File: src/rtl/mmu_perm_check.sv
module mmu_perm_check (
  input  logic       clk,
  input  logic       rst,
  input  logic       in_valid,
  input  logic [1:0] dom,
  input  logic [1:0] map_kind,
  input  logic [1:0] l1_ap,
  input  logic [7:0] l2_ap,
  input  logic [1:0] va_small_q,
  input  logic [1:0] va_large_q,
  input  logic       priv,
  input  logic       wr,
  input  logic       sys_prot,
  input  logic       rom_prot,
  output logic       out_valid,
  output logic       allow,
  output logic       fault_valid,
  output logic [1:0] fault_kind
);
  localparam logic [1:0] MAP_SECTION = 2'b00;
  localparam logic [1:0] MAP_LARGE   = 2'b01;
  localparam logic [1:0] MAP_SMALL   = 2'b10;
  localparam logic [1:0] DOM_CLIENT  = 2'b01;
  localparam logic [1:0] DOM_MANAGER = 2'b11;
  localparam logic [1:0] FK_NONE     = 2'b00;
  localparam logic [1:0] FK_SECTION  = 2'b01;
  localparam logic [1:0] FK_PAGE     = 2'b10;
  localparam logic [1:0] FK_DOMAIN   = 2'b11;

  logic [1:0] quarter, sub_ap, eff_ap, kind_n;
  logic       use_sub, ap_ok, is_client, is_manager, grant;

  assign quarter    = (map_kind == MAP_LARGE) ? va_large_q : va_small_q;
  assign sub_ap     = l2_ap[{quarter, 1'b0} +: 2];
  assign use_sub    = (map_kind == MAP_LARGE) || (map_kind == MAP_SMALL);
  assign eff_ap     = use_sub ? sub_ap : l1_ap;
  assign is_client  = (dom == DOM_CLIENT);
  assign is_manager = (dom == DOM_MANAGER);

  always_comb begin
    case (eff_ap)
      2'b11:   ap_ok = 1'b1;
      2'b10:   ap_ok = priv | ~wr;
      2'b01:   ap_ok = priv;
      default: case ({sys_prot, rom_prot})
                 2'b10:   ap_ok = priv & ~wr;
                 2'b01:   ap_ok = ~wr;
                 default: ap_ok = 1'b0;
               endcase
    endcase
  end

  assign grant  = is_manager | (is_client & ap_ok);
  assign kind_n = grant      ? FK_NONE :
                  !is_client ? FK_DOMAIN :
                  (map_kind == MAP_SECTION) ? FK_SECTION : FK_PAGE;

  always_ff @(posedge clk) begin
    if (rst) begin
      out_valid   <= 1'b0;
      allow       <= 1'b0;
      fault_valid <= 1'b0;
      fault_kind  <= FK_NONE;
    end else begin
      out_valid   <= in_valid;
      allow       <= in_valid & grant;
      fault_valid <= in_valid & ~grant;
      fault_kind  <= in_valid ? kind_n : FK_NONE;
    end
  end
endmodule


File: config.mk
export PLATFORM = sky130hd
export DESIGN_NAME = mmu_perm_check
export DESIGN_NICKNAME = d
export VERILOG_FILES = /design/src/rtl/mmu_perm_check.sv
export SDC_FILE = /design/constraint.sdc
export NUM_CORES = 1
export LEC_CHECK = 0
export BUFFER_PORTS_ARGS = -buffer_cell sky130_fd_sc_hd__buf_2
export CAP_MARGIN = 30
export CELL_PAD_IN_SITES_DETAIL_PLACEMENT = 0
export CELL_PAD_IN_SITES_GLOBAL_PLACEMENT = 1
export CORE_MARGIN = 8
export CORE_UTILIZATION = 27
export DETAILED_ROUTE_END_ITERATION = 10
export PLACE_DENSITY = 0.82
export SLEW_MARGIN = 15
export SYNTH_ARGS = -nofsm -noshare
export SYNTH_HDL_FRONTEND = slang
export SYNTH_SLANG_ARGS = --single-unit
File: constraint.sdc
create_clock -name clk -period 4.5 [get_ports clk]
set_clock_uncertainty 0.2 [all_clocks]
set_input_delay 0.9 -clock clk [delete_from_list [all_inputs] [get_ports clk]]
set_output_delay 0.9 -clock clk [all_outputs]
set_load 0.03 [all_outputs]
* After elaboration in Yosys (flattened, before gate mapping)
Index checks and enable logic that the tools add are counted.
** Word-level totals
- Bits in registers :: 5
- Input bits :: 25
** Cells by class
- Multiplexer cells :: 6
- Reduce and logical (&&, ||, !) cells :: 3
- Bitwise operators :: 9
- Eq/ne operators :: 9
- Shift operators :: 1
** Operators by type and width (count)
- 2-bit equality test (second input constant) :: 5
- 2-bit by 1-bit equality test with 1-bit output (second input constant) :: 4
- 2-bit 2-to-1 mux :: 4
- 8-bit by 4-bit indexed part select with 2-bit output :: 1
- 1-bit AND :: 4
- 1-bit inverter :: 3
- 1-bit one-hot mux with 3 select lines :: 1
- 3-bit OR reduction :: 1
- 2-bit logical NOT :: 1
- 1-bit OR :: 2
- 1-bit one-hot mux with 2 select lines :: 1
- 1-bit logical OR :: 1

* Logic depth before layout (Yosys ltp)
Gate-level depths: netlist of the first run.
- Word-level depth :: 10
- Gate-level depth with buffers :: 9
- Mapped depth without buffers :: 9

* Least setup slack after synthesis of the first run
OpenSTA, ideal clock, no wires.
- Path kind :: input-to-reg
- From :: in map_kind[1]
- To :: reg fault_kind[0]
- Path slack :: 1.654 ns
- Data arrival time :: 2.514 ns
- Required time :: 4.169 ns
- Buffers on the path :: 0
- Stages :: 9
- Path through :: inv_1 > ha_1 > mux2i_1 > mux2i_1 > nand3_1 > a31oi_1 > nor3_1 > a211oi_2 > o21ai_0
** Between the ends
- Longest elaborated chain between the ends :: 9
- Elaborated cells between the ends (all ways) :: 16
- Those cells by class :: 5 x eq/ne; 1 x shift; 5 x mux; 2 x bitwise; 3 x reduce/logical
** RTL lines
- from (decl) :: RTL line 6 : input logic [1:0] map_kind,
- 2-bit by 1-bit equality test with 1-bit output :: RTL line 33, 35
- 2-bit 2-to-1 mux :: RTL line 33 : assign quarter = (map_kind == MAP_LARGE) ? va_large_q : va_small_q;
- 8-bit by 4-bit indexed part select with 2-bit output :: RTL line 34 : assign sub_ap = l2_ap[{quarter, 1'b0} +: 2];
- 2-bit 2-to-1 mux :: RTL line 36 : assign eff_ap = use_sub ? sub_ap : l1_ap;
- 2-bit by 1-bit equality test with 1-bit output or 2-bit equality test (tied branches) :: RTL line 41 : case (eff_ap)
- 1-bit one-hot mux with 3 select lines :: RTL line 41
- 1-bit AND :: RTL line 53 : assign grant = is_manager | (is_client & ap_ok);
- 1-bit OR :: RTL line 53
- 3-bit OR reduction (no source line)
- to (signal assigned) :: RTL line 68 : fault_kind <= in_valid ? kind_n : FK_NONE;
- to (decl) :: RTL line 18 : output logic [1:0] fault_kind
Several ways; a longest one is shown, not always the timed one.
A chain may end at the register's enable or synchronous reset.

* Final worst setup path of the first run
Same ends and word-level chain as after synthesis.

==> impl_results.md, run 1 <==
- RSZ-0062 raised after global routing: no
- Largest net degree at the start of global routing: 6
- Initial antenna violation count: 0
- Std cell rows: 14
- Remaining DRCs: 0
- 1st-pass router iterations: 2
- Cts repair resizes: 0
- Die Ht: roughly 55 um
- Slowest-stage cell, CP: mux2i_1
- Fin crit period: just under 3 ns
- Share of layout cells above drive strength 1: between 40% and 50%
- Met3 Use GR: between 4 and 5%
- Total gr overflow: 0
- Htree depth: 1
- Root buffer cell: clkbuf_4
- Layout overhead on the synthesized area: 46.65%
- First-pass GRT wire length: 1752 um
- Top_reg_cell synth: dfxtp_1
- CTS hold repair buffers: 0
- Crit path max-delay family: compound AO/OA/AOI/OAI gates
- Net count, final: ~110
- Data arrival, critical path: about 2.8 ns
- MaxCap Viol Count: 0
- Final setup margin: approximately 1.6 ns
- Pre-CTS WS: approximately 1.3 ns
- Most area-consuming cells after synthesis: dfxtp_1, ha_1, nand2b_1
- Final period utilization: roughly two thirds
- GR Layer Usage met2: a little over an eighth
- WL/cell: between 10 and 15 um
- Cell Pwr Density: around 240 nW/um2
- CP dominant cell by count: mux2i_1
- Clock slew at reported path FFs: around 0.040 ns
- Syn Inst Count: just over 50
- Vias per cell: roughly 4.7
- CTS tree: built
- Final WL: approximately 1100 um
- Post-synth ARST share: 0%
- Netlist cell types: 23
- Count leader, synth: inv_1
- Vias in the first global route: 499
- Cell Area, Synth: approximately 410 um2
- Die width: between 50 and 60 um
- Core area: 1471 um2
- Port Buffers: 29
- Crit path largest cell delay: about 0.36 ns
- Worst Setup Start Kind: primary input
- Critical path class: in -> reg
- Post-DP HPWL: ~990 um
- Die area: 3023 um2
- Clock sink count: 5
- CP max FO: 5
- DRT iter0 DRCs: 1
- Syn Nets: 80
- Gr usage total: around 7.8%
- Vias: about 470
- Crit end category: flop
- Busiest metal layer after global routing: met2
- Initial core utilization: between 20% and 30%
- Total CTS buffers: 3
- Register area share after synthesis: 24.39%
- Hold Path Class: in -> reg
- Power, Total: ~150 uW
- Final hold violations: 0
- Yosys top cell area share: roughly a quarter
- Post-CTS setup buffer count: 0
- Avg Cell Area, Syn: between 8 and 9 um2
- Measured slew at the worst slew-check pin: around 0.33 ns
- Final setup vio count: 0
- Critical-path cell list: buf_2 -> inv_1 -> ha_1 -> mux2i_1 -> mux2i_1 -> nand3_1 -> a31oi_1 -> nor3_1 -> a211oi_2 -> o21ai_0
- Count of warnings emitted by yosys: 0
- Antenna Cells: 0
- FF+latch count, synth: 5
- Fin Setup TNS: 0 ns
- Post-synth top cells: inv_1, dfxtp_1, a21oi_1, ha_1, nand2b_1
- # IOs: 30
- Post-DRT Antenna Nets: 0
- Worst relative slew slack: about 77%
- Critical path buffers and inverters: 2
- FMAX: 0.3422 GHz
- M1 GR Usage: just under 7%
- Leakage: around 0.00033 uW
- Final Max Tran Viols: 0
- Peak supply drop: between 0.07 and 0.08 mV
- Worst path required time: 4.41 ns
- Post-synth EDFFs: 0
- GP Congestion: around 0.70
- Cell accounting for the most synthesized area: dfxtp_1
- CTS Buffer Depth: 2
- Status: completed
-- cells in the final DEF, fill, tap and decap left out --
master and n:
nand3_1 1, clkbuf_1 1, a21oi_1 4, ha_1 4
a31oi_1 1, mux2i_1 2, clkbuf_4 3, nor2_1 3
or2_0 1, o41ai_2 1, nand3b_1 1, nor3_1 2
o211a_1 1, inv_1 6, o31ai_1 1, dfxtp_1 5
nor2b_1 3, buf_2 29, and4b_1 1, nand2_1 2
nand2b_1 4, a211oi_2 1, o21ai_0 3, o22ai_1 2
o32ai_1 1, or2b_1 1
-- flip-flops by register name (all words and copies together) (netlist names) --
register and flops:
fault_valid 1, out_valid 1, fault_kind 2, allow 1
-- power breakdown --
group          internal (uW)  switching, uW
clock network           33.5           17.4
logic                   21.7           26.4
registers               47.2          0.458
-- cells by family (layout without fill, tap and decap cells) --
logic type	after synthesis	count (layout)	synth area share (%)
and+or+nand+nor	19	19	26.53
AOI/OAI and AO/OA	15	15	26.53
buffers and inverters	6	39	5.487
DFF	5	5	24.39
adders and majority gates	4	4	12.20
muxes	2	2	4.878
-- per-layer routing --
| layer | share of wire [%] | vias up |
|---|---|---|
| met5 | 0 | - |
| li1 | - | 249 |
| met3 | 14 | 0 |
| met2 | 45 | 22 |
| met4 | 0 | 0 |
| met1 | 41 | 200 |
-- final cells by class --
type	count	area (um2)
Clock buffer	4	26.28
Fill cell	148	869.6
Inverter	6	22.52
Multi-Input combinational cell	40	287.8
Sequential cell	5	100.1
Tap cell	16	20.02
Timing Repair Buffer	29	145.1
-- path summary, 6_finish.rpt --
| check | from | end | slack (ns) | depth (start not counted) |
|---|---|---|---|---|
| setup / recovery | map_kind[1] | fault_kind[0]$_SDFF_PP0_ | 1.58 | 10 |
| hold / removal | dom[0] | allow$_SDFF_PP0_ | 0.71 | 2 |
-- per-stage QoR --
stage                     utilization (%)  cell area [um2]  cells  hold slack (ns)
after floorplan                         -            410.4     51           0.8043
after global placement              39.12            575.6     96           0.9533
after detailed placement            39.12            575.6     96           0.9476
after CTS                           40.90            601.8    100           0.7015
after global routing                40.90            601.8    100           0.7031
final                               40.90            601.8    100           0.7055
No activity file was read; power rests on OpenSTA's default activity.
==> run 2: changes to the inputs <==
--- a/config.mk
+++ b/config.mk
@@ -10,9 +10,9 @@
 export CELL_PAD_IN_SITES_DETAIL_PLACEMENT = 0
 export CELL_PAD_IN_SITES_GLOBAL_PLACEMENT = 1
 export CORE_MARGIN = 8
-export CORE_UTILIZATION = 27
+export CORE_UTILIZATION = 22
 export DETAILED_ROUTE_END_ITERATION = 10
-export PLACE_DENSITY = 0.82
+export PLACE_DENSITY = 0.72
 export SLEW_MARGIN = 15
 export SYNTH_ARGS = -nofsm -noshare
 export SYNTH_HDL_FRONTEND = slang
==> constraint.sdc (replaced) <==
create_clock -name clk -period 2.5 [get_ports clk]
set_clock_uncertainty 0.2 [all_clocks]
set_input_delay 0.5 -clock clk [delete_from_list [all_inputs] [get_ports clk]]
set_output_delay 0.5 -clock clk [all_outputs]
set_load 0.03 [all_outputs]
==> impl_results.md, run 2 (synthesis results as in run 1) <==
- Leakage: roughly 0.00035 uW
- First-pass GRT wire length: between 1500 and 2000 um
- Fin Hold WS: slightly above 0.3 ns
- Final WL: ~1200 um
- Post-DRT Antenna Nets: 0
- Vias: 478
- Clock slew at reported path FFs: approximately 0.04 ns
- Die Ht: 59.19 um
- Largest net degree at the start of global routing: 5
- Root buffer cell: clkbuf_4
- Finished Layout Cells: between 100 and 150
- Final setup vio count: 0
- Vias in the first global route: 486
- Final period utilization: between 90% and 100%
- RSZ-0062 raised after global routing: no
- Fin util: between 30 and 40%
- Worst path required time: roughly 2.4 ns
- Status: completed
- Data arrival, critical path: 2.25 ns
- CP max FO: 4
- Net count, final: ~120
- Die area: 3503 um2
- Commonest non-fill, non-tap cell in the layout: buf_2
- Fillers: roughly 190
- CP startpoint: map_kind[1]
- Worst relative slew slack: between 70% and 80%
- Max reg flops: 2
- Pre-CTS WS: -0.1407 ns
- Fin crit period: ~2.3 ns
- Share of layout cells above drive strength 1: about 47%
- Initial antenna violation count: 0
- Htree depth: 1
- Total CTS buffers: 3
- 1st-pass router iterations: 3
- Final setup margin: around 0.17 ns
- Total gr overflow: 0
- Crit end category: flop
- Die width: about 59 um
- Vias per cell: about 4.2
- # IOs: 30
- Register area: 100.1 um2
- # placed instances: 110
- Hold Path Class: in -> reg
- Critical path class: in -> reg
- FMAX: about 0.43 GHz
- Post-DP HPWL: 1037 um
- Worst Hold Depth: 2
- Largest Register: fault_kind
- Core area: between 1500 and 2000 um2
- Cell Pwr Density: 415.3 nW/um2
- CTS Buffer Depth: 2
- Highest-count cells in the layout ignoring fill and taps: buf_2, inv_1, dfxtp_1, buf_4
- Std cell rows: 15
- CTS tree: built
- Layout overhead on the synthesized area: 63.41%
- Final Max Tran Viols: 0
- Peak supply drop: about 0.12 mV
- Measured slew at the worst slew-check pin: roughly 0.34 ns
- Gr usage total: 6.313%
- Final hold violations: 0
- Hold Startpoint: dom[1]
- Initial core utilization: 23.51%
- Port Buffers: 29
- Clock sink count: 5
- Remaining DRCs: 0
- DRT iter0 DRCs: 6
- Antenna Cells: 0
- End of the worst hold path: fault_kind[1]$_SDFF_PP0_
- MaxCap Viol Count: 0
- Area of the multi-input gates: 307.8 um2
- GP Congestion: slightly below 0.9
- Fin Setup TNS: 0 ns
- Worst Setup Start Kind: primary input
- WL/cell: 10.15 um
run 2: changes by cell type in the layout (fill, tap and decap cells not counted), sizes merged:
cell,before,now
buf,29,34
run 2: worst max path at each step:
stage	to	slack (ns)
final	allow$_SDFF_PP0_	0.17
after global routing	allow$_SDFF_PP0_	0.009
after CTS	fault_kind[0]$_SDFF_PP0_	0.10
after detailed placement	fault_kind[0]$_SDFF_PP0_	-0.14
after global placement	fault_kind[0]$_SDFF_PP0_	-0.1
after floorplan	fault_kind[0]$_SDFF_PP0_	0.05
run 2: timing repair:
item | in CTS | in global routing
setup buffers | 0 | 0
hold buffers | 0 | 0
setup endpoints to repair | 0 | 4
resized for setup | 0 | 4
run 2: area by class of cell:
| type | count | share of cell area (%) |
|---|---|---|
| well taps | 25 | 4.664 |
| clock buffers | 4 | 3.918 |
| flip-flops and latches | 5 | 14.93 |
| inverters | 6 | 3.358 |
| multi-input cells | 40 | 45.90 |
| repair buffers | 34 | 27.24 |
run 2: metrics by stage:
stage | power (uW) | area, um2
after floorplan | 140.7 | 410.4
after global placement | 181.8 | 624.3
after detailed placement | 183.8 | 624.3
after CTS | 277.1 | 650.6
after global routing | 296.4 | 670.6
final | 278.5 | 670.6
run 2: power by group:
group	internal (uW)	leakage, uW	switching [uW]	total, uW
Sequential	85.0	0.0000413	0.814	85.8
Combinational	50.6	0.000298	53.3	104
Clock	60.1	0.0000150	28.7	88.8
run 2: worst max-delay path, cell delays in order:
cell and delay, ns:
buf_2 0.10, inv_1 0.06, ha_2 0.21, mux2i_2 0.26, buf_4 0.15, or2_0 0.11
a21oi_1 0.07, o22ai_1 0.21, and4b_1 0.28, a211oi_4 0.07, o211a_1 0.22
run 2: metal layers:
metal	vias to the layer above	part of all wire, %	GRT usage, %
met2	14	49	9.861
met3	0	7.0	1.952
met1	208	44	7.552
met4	0	0	3.072
met5	-	0	0
li1	256	-	-
